$ cat src/rtl/bus_wdt_pkg.sv
package bus_wdt_pkg;
  typedef enum logic [1:0] {
    SEL_LONG  = 2'b00,
    SEL_MID   = 2'b01,
    SEL_SHORT = 2'b10,
    SEL_OFF   = 2'b11
  } wdt_sel_e;
endpackage

$ cat src/rtl/bus_wdt_sync.sv
module bus_wdt_sync #(
  parameter int unsigned W = 2,
  parameter logic [W-1:0] RST_VAL = '1
) (
  input  logic         clk_i,
  input  logic         rst_ni,
  input  logic [W-1:0] d_i,
  output logic [W-1:0] q_o
);
  logic [W-1:0] s1_q, s2_q;

  always_ff @(posedge clk_i or negedge rst_ni) begin
    if (!rst_ni) begin
      s1_q <= RST_VAL;
      s2_q <= RST_VAL;
    end else begin
      s1_q <= d_i;
      s2_q <= s1_q;
    end
  end

  assign q_o = s2_q;
endmodule

$ cat src/rtl/bus_wdt_frame.sv
module bus_wdt_frame (
  input  logic clk_i,
  input  logic rst_ni,
  input  logic scl_i,
  input  logic sda_i,
  output logic restart_o
);
  logic scl_q, sda_q, in_frame_q, seen_low_q;
  logic start, stop;

  assign start = scl_i & scl_q & sda_q & ~sda_i;
  assign stop  = scl_i & scl_q & ~sda_q & sda_i;
  // complete frame needs a low SCL phase between START and STOP
  assign restart_o = stop & in_frame_q & seen_low_q;

  always_ff @(posedge clk_i or negedge rst_ni) begin
    if (!rst_ni) begin
      scl_q      <= 1'b1;
      sda_q      <= 1'b1;
      in_frame_q <= 1'b0;
      seen_low_q <= 1'b0;
    end else begin
      scl_q <= scl_i;
      sda_q <= sda_i;
      if (start) begin
        in_frame_q <= 1'b1;
        seen_low_q <= 1'b0;
      end else if (stop) begin
        in_frame_q <= 1'b0;
        seen_low_q <= 1'b0;
      end else if (in_frame_q && !scl_i) begin
        seen_low_q <= 1'b1;
      end
    end
  end
endmodule

$ cat src/rtl/bus_wdt_timer.sv
module bus_wdt_timer
  import bus_wdt_pkg::*;
#(
  parameter int unsigned LONG_CYC  = 1400000,
  parameter int unsigned MID_CYC   = 600000,
  parameter int unsigned SHORT_CYC = 200000,
  localparam int unsigned CNT_W = $clog2(LONG_CYC + 1)
) (
  input  logic     clk_i,
  input  logic     rst_ni,
  input  wdt_sel_e sel_i,
  input  logic     restart_i,
  input  logic     hold_i,
  output logic     timeout_o
);
  logic [CNT_W-1:0] cnt_q, lim_m1;
  logic en, hit, timeout_q;

  always_comb begin
    unique case (sel_i)
      SEL_LONG:  lim_m1 = CNT_W'(LONG_CYC - 1);
      SEL_MID:   lim_m1 = CNT_W'(MID_CYC - 1);
      SEL_SHORT: lim_m1 = CNT_W'(SHORT_CYC - 1);
      default:   lim_m1 = '0;
    endcase
  end

  assign en  = (sel_i != SEL_OFF);
  // >= so a shortened interval expires at once
  assign hit = en & ~restart_i & ~hold_i & (cnt_q >= lim_m1);

  always_ff @(posedge clk_i or negedge rst_ni) begin
    if (!rst_ni) begin
      cnt_q     <= '0;
      timeout_q <= 1'b0;
    end else begin
      timeout_q <= hit;
      if (!en || restart_i || hold_i || hit) cnt_q <= '0;
      else                                   cnt_q <= cnt_q + 1'b1;
    end
  end

  assign timeout_o = timeout_q;
endmodule

$ cat src/rtl/bus_wdt.sv
module bus_wdt
  import bus_wdt_pkg::*;
#(
  parameter int unsigned LONG_CYC  = 1400000,
  parameter int unsigned MID_CYC   = 600000,
  parameter int unsigned SHORT_CYC = 200000
) (
  input  logic       clk_i,
  input  logic       rst_ni,
  input  logic       scl_i,
  input  logic       sda_i,
  input  logic       wp_i,
  input  logic       cfg_we_i,
  input  logic [1:0] cfg_wdata_i,
  input  logic       rst_active_i,
  output logic [1:0] cfg_sel_o,
  output logic       timeout_o
);
  wdt_sel_e   sel_q;
  logic [1:0] bus_s;
  logic       restart;

  always_ff @(posedge clk_i or negedge rst_ni) begin
    if (!rst_ni)                    sel_q <= SEL_LONG;
    else if (cfg_we_i && !wp_i)     sel_q <= wdt_sel_e'(cfg_wdata_i);
  end

  assign cfg_sel_o = sel_q;

  bus_wdt_sync #(.W(2), .RST_VAL(2'b11)) u_sync (
    .clk_i (clk_i),
    .rst_ni(rst_ni),
    .d_i   ({scl_i, sda_i}),
    .q_o   (bus_s)
  );

  bus_wdt_frame u_frame (
    .clk_i    (clk_i),
    .rst_ni   (rst_ni),
    .scl_i    (bus_s[1]),
    .sda_i    (bus_s[0]),
    .restart_o(restart)
  );

  bus_wdt_timer #(
    .LONG_CYC (LONG_CYC),
    .MID_CYC  (MID_CYC),
    .SHORT_CYC(SHORT_CYC)
  ) u_timer (
    .clk_i    (clk_i),
    .rst_ni   (rst_ni),
    .sel_i    (sel_q),
    .restart_i(restart),
    .hold_i   (rst_active_i),
    .timeout_o(timeout_o)
  );
endmodule

$ cat config.mk
export PLATFORM = sky130hd
export DESIGN_NAME = bus_wdt
export DESIGN_NICKNAME = d
export VERILOG_FILES = /design/src/rtl/bus_wdt_pkg.sv /design/src/rtl/bus_wdt_sync.sv /design/src/rtl/bus_wdt_frame.sv /design/src/rtl/bus_wdt_timer.sv /design/src/rtl/bus_wdt.sv
export SDC_FILE = /design/constraint.sdc
export NUM_CORES = 1
export LEC_CHECK = 0
export BUFFER_PORTS_ARGS = -buffer_cell sky130_fd_sc_hd__clkbuf_2
export CAP_MARGIN = 15
export CORE_ASPECT_RATIO = 0.5
export CORE_MARGIN = 3
export CORE_UTILIZATION = 25
export CTS_BUF_LIST = sky130_fd_sc_hd__clkbuf_16
export DETAILED_ROUTE_END_ITERATION = 10
export PLACE_DENSITY = 0.45
export SETUP_SLACK_MARGIN = 0.05
export SYNTH_ARGS = -nofsm -noshare
export SYNTH_HDL_FRONTEND = slang
export SYNTH_SLANG_ARGS = --single-unit
$ cat constraint.sdc
create_clock -name clk_i -period 2.7 [get_ports clk_i]
set_input_delay 0.135 -clock clk_i [delete_from_list [all_inputs] [get_ports clk_i]]
set_output_delay 0.135 -clock clk_i [all_outputs]
set_load 0.01 [all_outputs]
==> After elaboration in Yosys (flattened, before gate mapping) <==
Index checks and enable logic that the tools add are counted.
{ "totals": {"rom_bits": 0, "n_memories": 0, "mem_bits_rw": 0, "register_bits": 32, "latchBits": 0, "out_inout_bits": 3, "word_cells": 46} }
{ "classes": {"mul": 0, "bitwise": 14, "order_cmp": 1, "shifts": 0, "n_reduce_logical": 11, "eq_ne": 3, "mux": 7, "div": 0, "add_sub_neg": 1} }
{ "op_table": {"columns": ["op", "count"], "rows": [
  ["21-bit case mux with 3 select lines", 1],
  ["21-bit by 1-bit adder with 21-bit output (second input constant)", 1],
  ["21-bit greater-or-equal comparator", 1],
  ["21-bit 2-to-1 mux", 1],
  ["1-bit bitwise AND", 10],
  ["1-bit 2-to-1 mux", 5],
  ["1-bit inverter", 4],
  ["1-bit zero test", 3],
  ["1-bit logical OR", 3],
  ["3-bit nonzero test", 1],
  ["2-bit by 1-bit equality test with 1-bit output (second input constant)", 1],
  ["2-bit equality test (second input constant)", 1],
  ["1-bit logical AND", 2],
  ["2-bit zero test", 1],
  ["2-bit != test (second input constant)", 1],
  ["2-bit nonzero test", 1]
]} }

==> Depth between registers and ports, before layout <==
Gate-level depths: netlist (run 1).
{ "logic_depth": {"ltp_word": 11, "mapped_depth": 10, "ltp_nobuf": 9} }

==> Cells and area by module <==
A second synthesis (run 1) with hierarchy kept.
{ "hier_totals": {"hier_cells": 191, "hier_area_um2": 2108.3} }
{ "by_module_without_submodules": {"columns": ["mod", "cells_per_inst", "instances", "area_per_inst_um2", "seq_area_each_um2"], "rows": [
  ["bus_wdt_timer", 167, 1, 1739.2, 550.5],
  ["bus_wdt_frame", 15, 1, 170.2, 102.6],
  ["bus_wdt_sync", 4, 1, 105.1, 105.1],
  ["bus_wdt", 5, 1, 93.8, 50.0]
]} }

==> Least setup slack after synthesis (run 1) <==
OpenSTA, ideal clock, no wires.
{ "synth_path": {"path_kind": "register -> register", "from": "register sel_q[0], in the netlist cfg_sel_o[0]", "to": "register u_timer.cnt_q[10]", "setup_ns": 0.080, "setup_slack_ns": 0.484, "stages_incl_launch_ff": 11, "t_arrival_ns": 2.135, "t_required_ns": 2.620, "period_less_slack_ns": 2.216, "cell_sequence": "dfrtp_1 inv_1 ha_1 inv_1 ha_1 a211o_1 a21oi_1 o221ai_1 a21o_1 buf_6 nor3_2"} }
{ "synth_via": {"elab_chain_len": 6, "word_cells_on_any_way": 14, "cone_classes": "order compare: 1; eq/ne: 3; mux: 2; bitwise: 3; reduce/logical: 5"} }
{ "synth_rtl": {"columns": ["element", "line", "source"], "rows": [
  ["start: declaration", "bus_wdt.sv:19", "wdt_sel_e sel_q;"],
  ["start signal: assignment", "bus_wdt.sv:25", "else if (cfg_we_i && !wp_i) sel_q <= wdt_sel_e'(cfg_wdata_i);"],
  ["2-bit equality test, or another cell as far along", "bus_wdt_timer.sv:20", "unique case (sel_i)"],
  ["21-bit case mux with 3 select lines, or another cell as far along", "bus_wdt_timer.sv:20", null],
  ["21-bit greater-or-equal comparator, or another cell as far along", "bus_wdt_timer.sv:30", "assign hit = en & ~restart_i & ~hold_i & (cnt_q >= lim_m1);"],
  ["1-bit bitwise AND or 1-bit logical OR (tied branches)", "bus_wdt_timer.sv:30, bus_wdt_timer.sv:38", null],
  ["1-bit logical OR *", "bus_wdt_timer.sv:38", "if (!en || restart_i || hold_i || hit) cnt_q <= '0;"],
  ["21-bit 2-to-1 mux *", "bus_wdt_timer.sv:38", null],
  ["end signal: assignment", "bus_wdt_timer.sv:39", "else cnt_q <= cnt_q + 1'b1;"],
  ["end: declaration", "bus_wdt_timer.sv:16", "logic [CNT_W-1:0] cnt_q, lim_m1;"]
]} }
Every way passes the cells marked *; elsewhere a longest branch is shown, timed or not.
A chain may end at the register's enable or synchronous reset.

==> Worst setup path in the final report (run 1) <==
{ "layout_path": {"from": "register sel_q[0], in the netlist cfg_sel_o[0]", "to": "register u_timer.timeout_q, in the netlist u_timer.timeout_o"} }
{ "layout_via": {"elab_chain_len": 4, "word_cells_on_any_way": 9, "cone_classes": "order compare: 1; eq/ne: 3; mux: 1; bitwise: 3; reduce/logical: 1"} }
{ "layout_rtl": {"columns": ["element", "line", "source"], "rows": [
  ["2-bit equality test, or another cell as far along", "bus_wdt_timer.sv:20", null],
  ["21-bit case mux with 3 select lines or 1-bit bitwise AND (tied branches)", "bus_wdt_timer.sv:20, bus_wdt_timer.sv:30", null],
  ["21-bit greater-or-equal comparator or 1-bit bitwise AND (tied branches)", "bus_wdt_timer.sv:30", null],
  ["1-bit bitwise AND *", "bus_wdt_timer.sv:30", null],
  ["via u_timer.hit", "bus_wdt_timer.sv:17", "logic en, hit, timeout_q;"],
  ["end signal: assignment", "bus_wdt_timer.sv:37", "timeout_q <= hit;"],
  ["end: declaration", "bus_wdt_timer.sv:17", null]
]} }
Mark *: on every way through the listed nets, which the timed path passes. The rest lies on a longest branch.

==> results.yml, run 1 <==
sta:
  max_freq_ghz: 0.407
  grt_setup_unrepaired: "no"
  tightestPinTransition_ns: 0.839
  finalMaxSlewViolations: 0
  fin_crit_sh: 0.910
  maxSlewHeadroom: 0.440
  setup_viol: 0
  setup_tns_ns: 0
  final_hold_viol_count: 0
  min_period_ns: 2.46
  fin_skew_ns: 0.00565
finish:
  final_area_sq_mm: 0.00240
  seq_area_sq_um: 808
  area_growth_pct: 18.9
  multiInputGateArea_sq_mm: 0.00114
  nFillCells: 784
  drive_gt1_frac: 0.242
  fin_nets: 245
  diodes: 0
clock_tree:
  cts_root_buffer: "clkbuf_16"
  postCtsSetupRepairBufs: 0
  cts_inserted_buffers: 5
  htree_num_levels: 2
  cts_resized: 0
  cts_sinks: 32
  cts_buffer_depth: 2
  cts.clk_slew.worst_paths_ns: 0.05
  cts_tree: "done"
  clk_latency_ns: 0.28
  cts_hold_buf: 3
logic_synthesis:
  synth_edf_count: 0
  yosys_warnings: 0
  synth_seq_area_share: 0.400
  ys.flop_type: "dfrtp_1"
  netlist_area_sq_mm: 0.00202
  synth_cell_types: 33
  syn_nets: 225
  ys_ff_latch: 32
  syn_avg_cell_area_sq_um: 10.6
  async_flop_share: 1.00
  synthCells: 190
critical_path:
  rrSetupSlack_ns: 0.24
  crit_path_end_kind: "register"
  cp_max_fo: 22
  r2r_start: "cfg_sel_o[0]"
  start_kind: "register"
  reg2reg_to: "u_timer.timeout_o"
  worstSetupPathType: "reg -> reg"
  crit_required_ns: 2.87
  reg2reg_depth: 10
  worst_ep_arrival_time_ns: 2.62
placement:
  placed_area_sq_mm: 0.00220
  dp_hpwl_mm: 3.08
  port_buffers: 11
  gp_routability_congestion: 0.750
power_and_ir_drop:
  power_density_mw_per_mm2: 545
  peakVddDrop_uv: 184
  leakagePower_uw: 0.00109
global_routing:
  first_global_vias: 1521
  grt_use_total: 0.0989
  grt_max_degree: 33
  antenna_found_initial: 0
  overflow: 0
  grt_pass1_wl_mm: 7.38
route:
  vias: 1435
  drc: 0
  drt_iter0_markers: 58
  wl_mm: 4.07
  via_per_inst: 4.50
  ant_nets: 0
  dr.pass1.iters: 4
  wl_per_cell_microns: 12.8
worst_hold_path:
  hold_end: "cfg_sel_o[1]"
  hold-path-cell-count: 3
  hp-class: "in -> reg"
  hold_start: "cfg_wdata_i[1]"
die:
  die_area_sq_mm: 0.00926
  top_level_ports: 12
  die_h_microns: 69.6
  core_area_sq_mm: 0.00757
  row_count: 22
  fp.dieW_microns: 133
  initial_utilization: 0.267
run:
  maxCapViolations: 0
outcome:
  status: "finished clean"
state kept, by name, indices dropped and copies added (netlist names):
signal / count
u_sync.s1_q: 2
cfg_sel_o: 2
u_sync.q_o: 2
u_timer.cnt_q: 21
u_frame.in_frame_q: 1
u_timer.timeout_o: 1
u_frame.sda_q: 1
u_frame.seen_low_q: 1
u_frame.scl_q: 1
final cells by class:
type                    instances  share of cell area
clock buffers                   5              0.0521
clock inverters                 3              0.0193
inverters                      10              0.0156
multi-input cells             143               0.473
flip-flops and latches         32               0.336
well taps                     108              0.0562
repair buffers                 18              0.0479
metal layers:
| metal | routed length, microns | GRT usage | vias to the layer above |
|---|---|---|---|
| li1 | - | - | 720 |
| met1 | 1930 | 0.127 | 693 |
| met2 | 1990 | 0.162 | 13 |
| met3 | 91 | 0.0217 | 9 |
| met4 | 61 | 0.0399 | 0 |
| met5 | 0 | 0 | - |
how the worst max path moves through the flow:
stage | startpoint | to | slack (ns) | cells past startpoint
final | cfg_sel_o[0] | u_timer.timeout_o | 0.24 | 10
after global routing | cfg_sel_o[0] | u_timer.timeout_o | 0.05 | 10
after CTS | cfg_sel_o[0] | u_timer.timeout_o | 0.23 | 10
after detailed placement | cfg_sel_o[0] | u_timer.timeout_o | 0.23 | 10
after global placement | cfg_sel_o[0] | u_timer.timeout_o | 0.28 | 10
after floorplan | cfg_sel_o[0] | u_timer.cnt_q[10] | 0.48 | 10
cell usage after synthesis (2+ instances only):
cell type / number / area (sq um)
a21oi_1: 7 / 35.0
and2_1: 2 / 12.5
and3_1: 3 / 18.8
and4_1: 3 / 26.3
buf_4: 2 / 15.0
buf_6: 2 / 22.5
dfrtp_1: 26 / 651
dfstp_2: 6 / 158
ha_1: 26 / 325
inv_1: 10 / 37.5
nand2_1: 11 / 41.3
nand3_1: 9 / 45.0
nand4_1: 8 / 50.1
nor2_1: 7 / 26.3
nor3_1: 6 / 30.0
nor3_2: 20 / 200
o21a_1: 3 / 22.5
o21ai_0: 5 / 25.0
o221ai_1: 2 / 17.5
xnor2_1: 6 / 52.6
xor2_1: 14 / 123
power by group:
group          total (uW)  switching [uW]  leakage (uW)  internal [uW]
combinational         144            86.3      0.000587           57.4
sequential            518            18.1      0.000420            500
clock                 649             212     0.0000804            438
layout by cell type, fill, tap and decap left out, drive strengths merged:
cell / instances
nor2: 8
a211oi: 1
a211o: 1
xor2: 14
nor3: 26
nand4: 8
o2111ai: 1
a21o: 1
clkbuf: 16
a31oi: 1
xnor2: 6
nand4b: 1
a21oi: 7
o21a: 3
nor2b: 1
buf: 4
o21ai: 6
ha: 26
and2: 2
o221ai: 2
bufinv: 1
and4: 3
and3: 3
inv: 11
dlygate4sd3: 3
and4b: 1
nand2b: 1
nand2: 11
nand3: 9
dfstp: 6
dfrtp: 26
clkinvlp: 1
logic make-up (layout without fill, tap and decap cells):
family / count (synthesis) / after routing / synth area share
AOI/OAI and AO/OA: 23 / 23 / 0.0712
xor gates and xnor gates: 20 / 20 / 0.0867
DFF: 32 / 32 / 0.400
buffers and inverters: 15 / 36 / 0.0396
adders and majority gates: 26 / 26 / 0.161
and+or+nand+nor: 74 / 74 / 0.241
metrics by stage:
stage                     hold WS, ns  setup WS [ns]   util  instances  power (uW)
after global placement          0.227          0.275  0.291        308         668
after CTS                      0.0739          0.226  0.318        319        1340
after global routing           0.0815         0.0545  0.318        319        1390
after detailed placement        0.230          0.229  0.291        308         672
final                          0.0735          0.244  0.318        319        1310
after floorplan                -0.161          0.484      -        190         618
critical path, cell delays in order (launching register included):
cell	delay (ns)
dfrtp_1	0.43
inv_1	0.12
ha_1	0.22
inv_1	0.12
ha_1	0.26
a211o_1	0.29
a21oi_1	0.14
o221ai_1	0.13
a21o_1	0.17
buf_4	0.23
o21a_1	0.22
Power figures use the tool's default switching activity.
==> run 2: changes to the inputs <==
Settings changed: PLACE_DENSITY 0.45 to 0.44, SYNTH_HIERARCHICAL set to 1.
==> run 2 against run 1 <==
- register-to-register slack worse by 0.03 ns
- sequential power up 2%
- flip-flop and latch count unchanged
- critical path type unchanged
- critical endpoint is now u_timer/timeout_o
- non-clock buffer count unchanged
- clock-buffer cell count unchanged
- critical path depth unchanged
- global-route usage up 0.20 points
- combinational power up 25%
- clock skew down 0.0011 ns
- clock power down 2%
==> results.yml, run 2 <==
sta:
  fin_skew_ns: 0.00457
  min_period_ns: 2.48
  max_freq_ghz: 0.403
  finalMaxSlewViolations: 0
  maxSlewHeadroom: 0.465
  setup_tns_ns: 0
  whs_ns: 0.0934
  setup_viol: 0
  fin_crit_sh: 0.919
  tightestPinTransition_ns: 0.802
  final_hold_viol_count: 0
  grt_setup_unrepaired: "no"
die:
  initial_utilization: 0.273
  die_h_microns: 70.9
  fp.dieW_microns: 136
  row_count: 22
  die_area_sq_mm: 0.00964
  core_area_sq_mm: 0.00773
  top_level_ports: 12
route:
  ant_nets: 0
  wl_per_cell_microns: 13.4
  dr.pass1.iters: 4
  wl_mm: 4.32
  drt_iter0_markers: 38
  via_per_inst: 4.47
  drc: 0
  vias: 1434
clock_tree:
  cts_tree: "done"
  cts_inserted_buffers: 5
  cts_root_buffer: "clkbuf_16"
  clk_latency_ns: 0.27
  cts.clk_slew.worst_paths_ns: 0.05
  htree_num_levels: 2
  postCtsSetupRepairBufs: 0
  cts_sinks: 32
  cts_buffer_depth: 2
global_routing:
  busiest_layer: "met2"
  first_global_vias: 1517
  grt_use_total: 0.101
  grtUsageMet2: 0.150
  overflow: 0
  grt_util_met3: 0.0277
  grtUsageMet1: 0.144
  grt_pass1_wl_mm: 7.71
  antenna_found_initial: 0
  grt_max_degree: 33
critical_path:
  cp_max_fo: 7
  worstSetupPathType: "reg -> reg"
  reg2reg_to: "u_timer/timeout_o"
  rrSetupSlack_ns: 0.22
  reg2reg_depth: 10
  r2r_start: "cfg_sel_o[0]"
  crit_required_ns: 2.86
  crit_path_end_kind: "register"
  worst_ep_arrival_time_ns: 2.64
  start_kind: "register"
power_and_ir_drop:
  peakVddDrop_uv: 293
  power_density_mw_per_mm2: 534
  leakagePower_uw: 0.00112
placement:
  port_buffers: 11
  placed_area_sq_mm: 0.00232
  dp_hpwl_mm: 3.13
  gp_routability_congestion: 0.761
worst_hold_path:
  hold-path-cell-count: 2
  hp-class: "in -> reg"
  hold_start: "cfg_wdata_i[0]"
  hold_end: "cfg_sel_o[0]"
finish:
  fin_nets: 247
  area_growth_pct: 19.6
  layout_common_cells: "dfrtp_1 (26), ha_1 (26), nor3_2 (21)"
  drive_gt1_frac: 0.296
  diodes: 0
  largest_register_ff_count: 21
  max_flop_register: "u_timer/cnt_q"
  final_area_sq_mm: 0.00252
logic_synthesis:
  ys_ff_latch: 32
  async_flop_share: 1.00
  synth.largest_area_cell: "dfrtp_1"
  netlist_area_sq_mm: 0.00211
  synth_cell_types: 43
  syn_nets: 226
  syn_avg_cell_area_sq_um: 11.0
  ys.flop_type: "dfrtp_1"
  synth_edf_count: 0
  synthCells: 191
  yosys_warnings: 6
  ys_top_cells_by_count: "dfrtp_1 (26), ha_1 (26), nor3_2 (21), inv_1 (12)"
  synthTopCellsByArea: "dfrtp_1 (31%), ha_1 (15%), nor3_2 (10%), dfstp_2 (7.5%), xnor2_1 (4.2%)"
  synth_top_area_share: 0.309
  synth_seq_area_share: 0.383
run:
  maxCapViolations: 0
outcome:
  status: "finished clean"
## run 2: cells by family (layout without fill, tap and decap cells)
kind of cell             Yosys count  count (layout)  share of synthesized area
buffers and inverters             17              39                     0.0386
flip-flops                        32              32                      0.383
multiplexers                       2               2                     0.0142
AND/OR/NAND/NOR                   72              72                      0.258
XOR/XNOR                          20              20                     0.0831
adder cells (fa/ha/maj)           26              26                      0.154
AO/OA/AOI/OAI                     22              22                     0.0683
## run 2: power by group
group | internal [uW] | total (uW) | switching (uW)
sequential | 502 | 528 | 26.1
clock | 433 | 638 | 206
combinational | 76.5 | 180 | 104
## run 2: area by class of cell
type | count | area, sq um
repair buffers | 18 | 140
flip-flops and latches | 32 | 808
fillers | 771 | 5210
inverters | 13 | 48.8
well taps | 108 | 135
multi-input cells | 142 | 1220
clock inverters | 3 | 42.5
clock buffers | 5 | 125
## run 2: worst max-delay path by stage
stage | startpoint | end | slack [ns] | cells past startpoint
5_1_grt | cfg_sel_o[0] | u_timer/timeout_o | 0.07 | 10
6_report | cfg_sel_o[0] | u_timer/timeout_o | 0.22 | 10
4_1_cts | cfg_sel_o[0] | u_timer/timeout_o | 0.22 | 10
3_3_place_gp | cfg_sel_o[0] | u_timer/timeout_o | 0.31 | 10
2_1_floorplan | cfg_sel_o[0] | u_timer/cnt_q[10] | 0.47 | 10
3_5_place_dp | cfg_sel_o[0] | u_timer/timeout_o | 0.23 | 10
## run 2: layer usage
layer | up-vias | part of all wire
met1 | 696 | 0.52
met2 | 12 | 0.45
met5 | - | 0
met3 | 4 | 0.022
li1 | 722 | -
met4 | 0 | 0.0090
## run 2: worst max-delay path, stage by stage, from the launching register on
cell,delay [ns]
dfrtp_1,0.47
inv_1,0.13
ha_1,0.22
inv_1,0.14
ha_1,0.26
a211o_1,0.29
a21oi_1,0.15
o221ai_1,0.13
a21o_1,0.21
buf_4,0.18
o21a_1,0.19
## run 2: metrics by stage
step / instances / setup slack [ns] / util / total power [uW]
after floorplan: 191 / 0.475 / - / 647
after global placement: 310 / 0.313 / 0.301 / 709
after detailed placement: 310 / 0.234 / 0.301 / 714
after CTS: 321 / 0.218 / 0.326 / 1370
after global routing: 321 / 0.0747 / 0.326 / 1420
final: 321 / 0.218 / 0.326 / 1350
## run 2: timing repair
action                    in CTS  in global routing
resized for setup              0                  0
hold endpoints to repair      28                  0
hold buffers                   3                  0
==> run 3: changes to the inputs <==
Settings changed: PLACE_DENSITY 0.44 to unset, SKIP_LAST_GASP set to 1.
==> run 3 against run 2 <==
- clock skew decreased by 0.0011 ns
- cell count fell by 0.31%
- clock power shrank 0.9%
- critical endpoint unchanged
==> results.yml, run 3 (synthesized netlist as in run 2, its figures left out) <==
finish:
  layout_common_cells: "dfrtp_1 (25), ha_1 (25), nor3_2 (21)"
  max_flop_register: "u_timer/cnt_q"
  largest_register_ff_count: 21
  layout.cells.non_filler: 320
  fin_nets: 246
  final_area_sq_mm: 0.00249
  drive_gt1_frac: 0.297
  area_growth_pct: 18.1
  diodes: 0
run:
  maxCapViolations: 0
die:
  core_area_sq_mm: 0.00773
  initial_utilization: 0.273
  top_level_ports: 12
  die_area_sq_mm: 0.00964
  fp.dieW_microns: 136
  die_h_microns: 70.9
  row_count: 22
clock_tree:
  htree_num_levels: 2
  cts_buffer_depth: 2
  cts_tree: "done"
  cts_sinks: 32
  clk_latency_ns: 0.28
  cts_inserted_buffers: 5
  cts.clk_slew.worst_paths_ns: 0.05
  cts_root_buffer: "clkbuf_16"
sta:
  finalMaxSlewViolations: 0
  grt_setup_unrepaired: "no"
  min_period_ns: 2.46
  maxSlewHeadroom: 0.481
  tightestPinTransition_ns: 0.778
  setup_viol: 0
  final_hold_viol_count: 0
  setup_tns_ns: 0
  fin_skew_ns: 0.00351
  fin_crit_sh: 0.910
  max_freq_ghz: 0.407
placement:
  port_buffers: 11
  dp_hpwl_mm: 2.94
  placed_cells: 309
  placed_area_sq_mm: 0.00229
  gp_routability_congestion: 0.790
route:
  drc: 0
  drt_iter0_markers: 104
  via_per_inst: 4.46
  vias: 1426
  wl_mm: 4.05
  ant_nets: 0
  dr.pass1.iters: 4
  wl_per_cell_microns: 12.7
worst_hold_path:
  hold_start: "cfg_wdata_i[0]"
  hold_end: "cfg_sel_o[0]"
  hold-path-cell-count: 2
  hp-class: "in -> reg"
power_and_ir_drop:
  peakVddDrop_uv: 205
  leakagePower_uw: 0.00111
  power_density_mw_per_mm2: 536
  total_power_uw: 1330
critical_path:
  crit_path_end_kind: "register"
  worst_ep_arrival_time_ns: 2.63
  worstSetupPathType: "reg -> reg"
  crit_required_ns: 2.87
  rrSetupSlack_ns: 0.24
  reg2reg_to: "u_timer/timeout_o"
  r2r_start: "cfg_sel_o[1]"
  start_kind: "register"
  reg2reg_depth: 10
  cp_max_fo: 22
global_routing:
  grt_max_degree: 33
  antenna_found_initial: 0
  grt_use_total: 0.0955
  overflow: 0
  first_global_vias: 1494
  grt_pass1_wl_mm: 7.31
outcome:
  status: "finished clean"
-- run 3: metrics by stage --
step                      hold slack (ns)   util  worst slack (ns)
final                              0.0834  0.322             0.244
after global routing               0.0867  0.322            0.0817
after CTS                          0.0810  0.321             0.201
after detailed placement            0.227  0.296             0.224
after global placement              0.223  0.296             0.299
after floorplan                    -0.161      -             0.475
-- run 3: power breakdown --
part	leakage, uW	switching, uW	internal [uW]	total, uW
combinational	0.000603	101	74.0	175
sequential	0.000417	24.9	503	528
clock	0.0000850	202	429	632
-- run 3: worst max-delay path by stage --
stage / start / slack [ns] / cells past startpoint / endpoint
2_1_floorplan: cfg_sel_o[0] / 0.47 / 10 / u_timer/cnt_q[10]
3_3_place_gp: cfg_sel_o[0] / 0.30 / 10 / u_timer/timeout_o
3_5_place_dp: cfg_sel_o[0] / 0.22 / 10 / u_timer/timeout_o
4_1_cts: cfg_sel_o[0] / 0.20 / 10 / u_timer/timeout_o
5_1_grt: cfg_sel_o[1] / 0.08 / 10 / u_timer/timeout_o
6_report: cfg_sel_o[1] / 0.24 / 10 / u_timer/timeout_o
-- run 3: layout make-up --
class	instances	area (sq um)
Fill cell	761	5250
Sequential cell	32	810
Clock buffer	5	125
Multi-Input combinational cell	142	1220
Tap cell	108	135
Inverter	13	48.8
Timing Repair Buffer	17	108
Clock inverter	3	38.8
-- run 3: critical path, stage by stage (launching register included) --
cell and delay [ns]:
dfrtp_1 0.44, inv_1 0.11, ha_1 0.19, inv_1 0.13, ha_1 0.27, a211o_1 0.30
a21oi_1 0.15, o221ai_1 0.13, a21o_1 0.17, buf_4 0.23, o21a_1 0.21
-- run 3: repair_timing --
item                                    4_1_cts  5_1_grt
setup buffers                                 0        0
hold buffers                                  3        0
endpoints found under the hold margin        28        0
gates resized for setup                       0        2
endpoints found under the setup margin        0       10
-- run 3: routing by layer --
metal	track usage	routed length [microns]	up-vias	share of wire
met4	0.0436	80	0	0.020
met2	0.147	1900	13	0.47
met5	0	0	-	0
met3	0.0234	93	6	0.023
met1	0.127	1970	690	0.49
li1	-	-	717	-
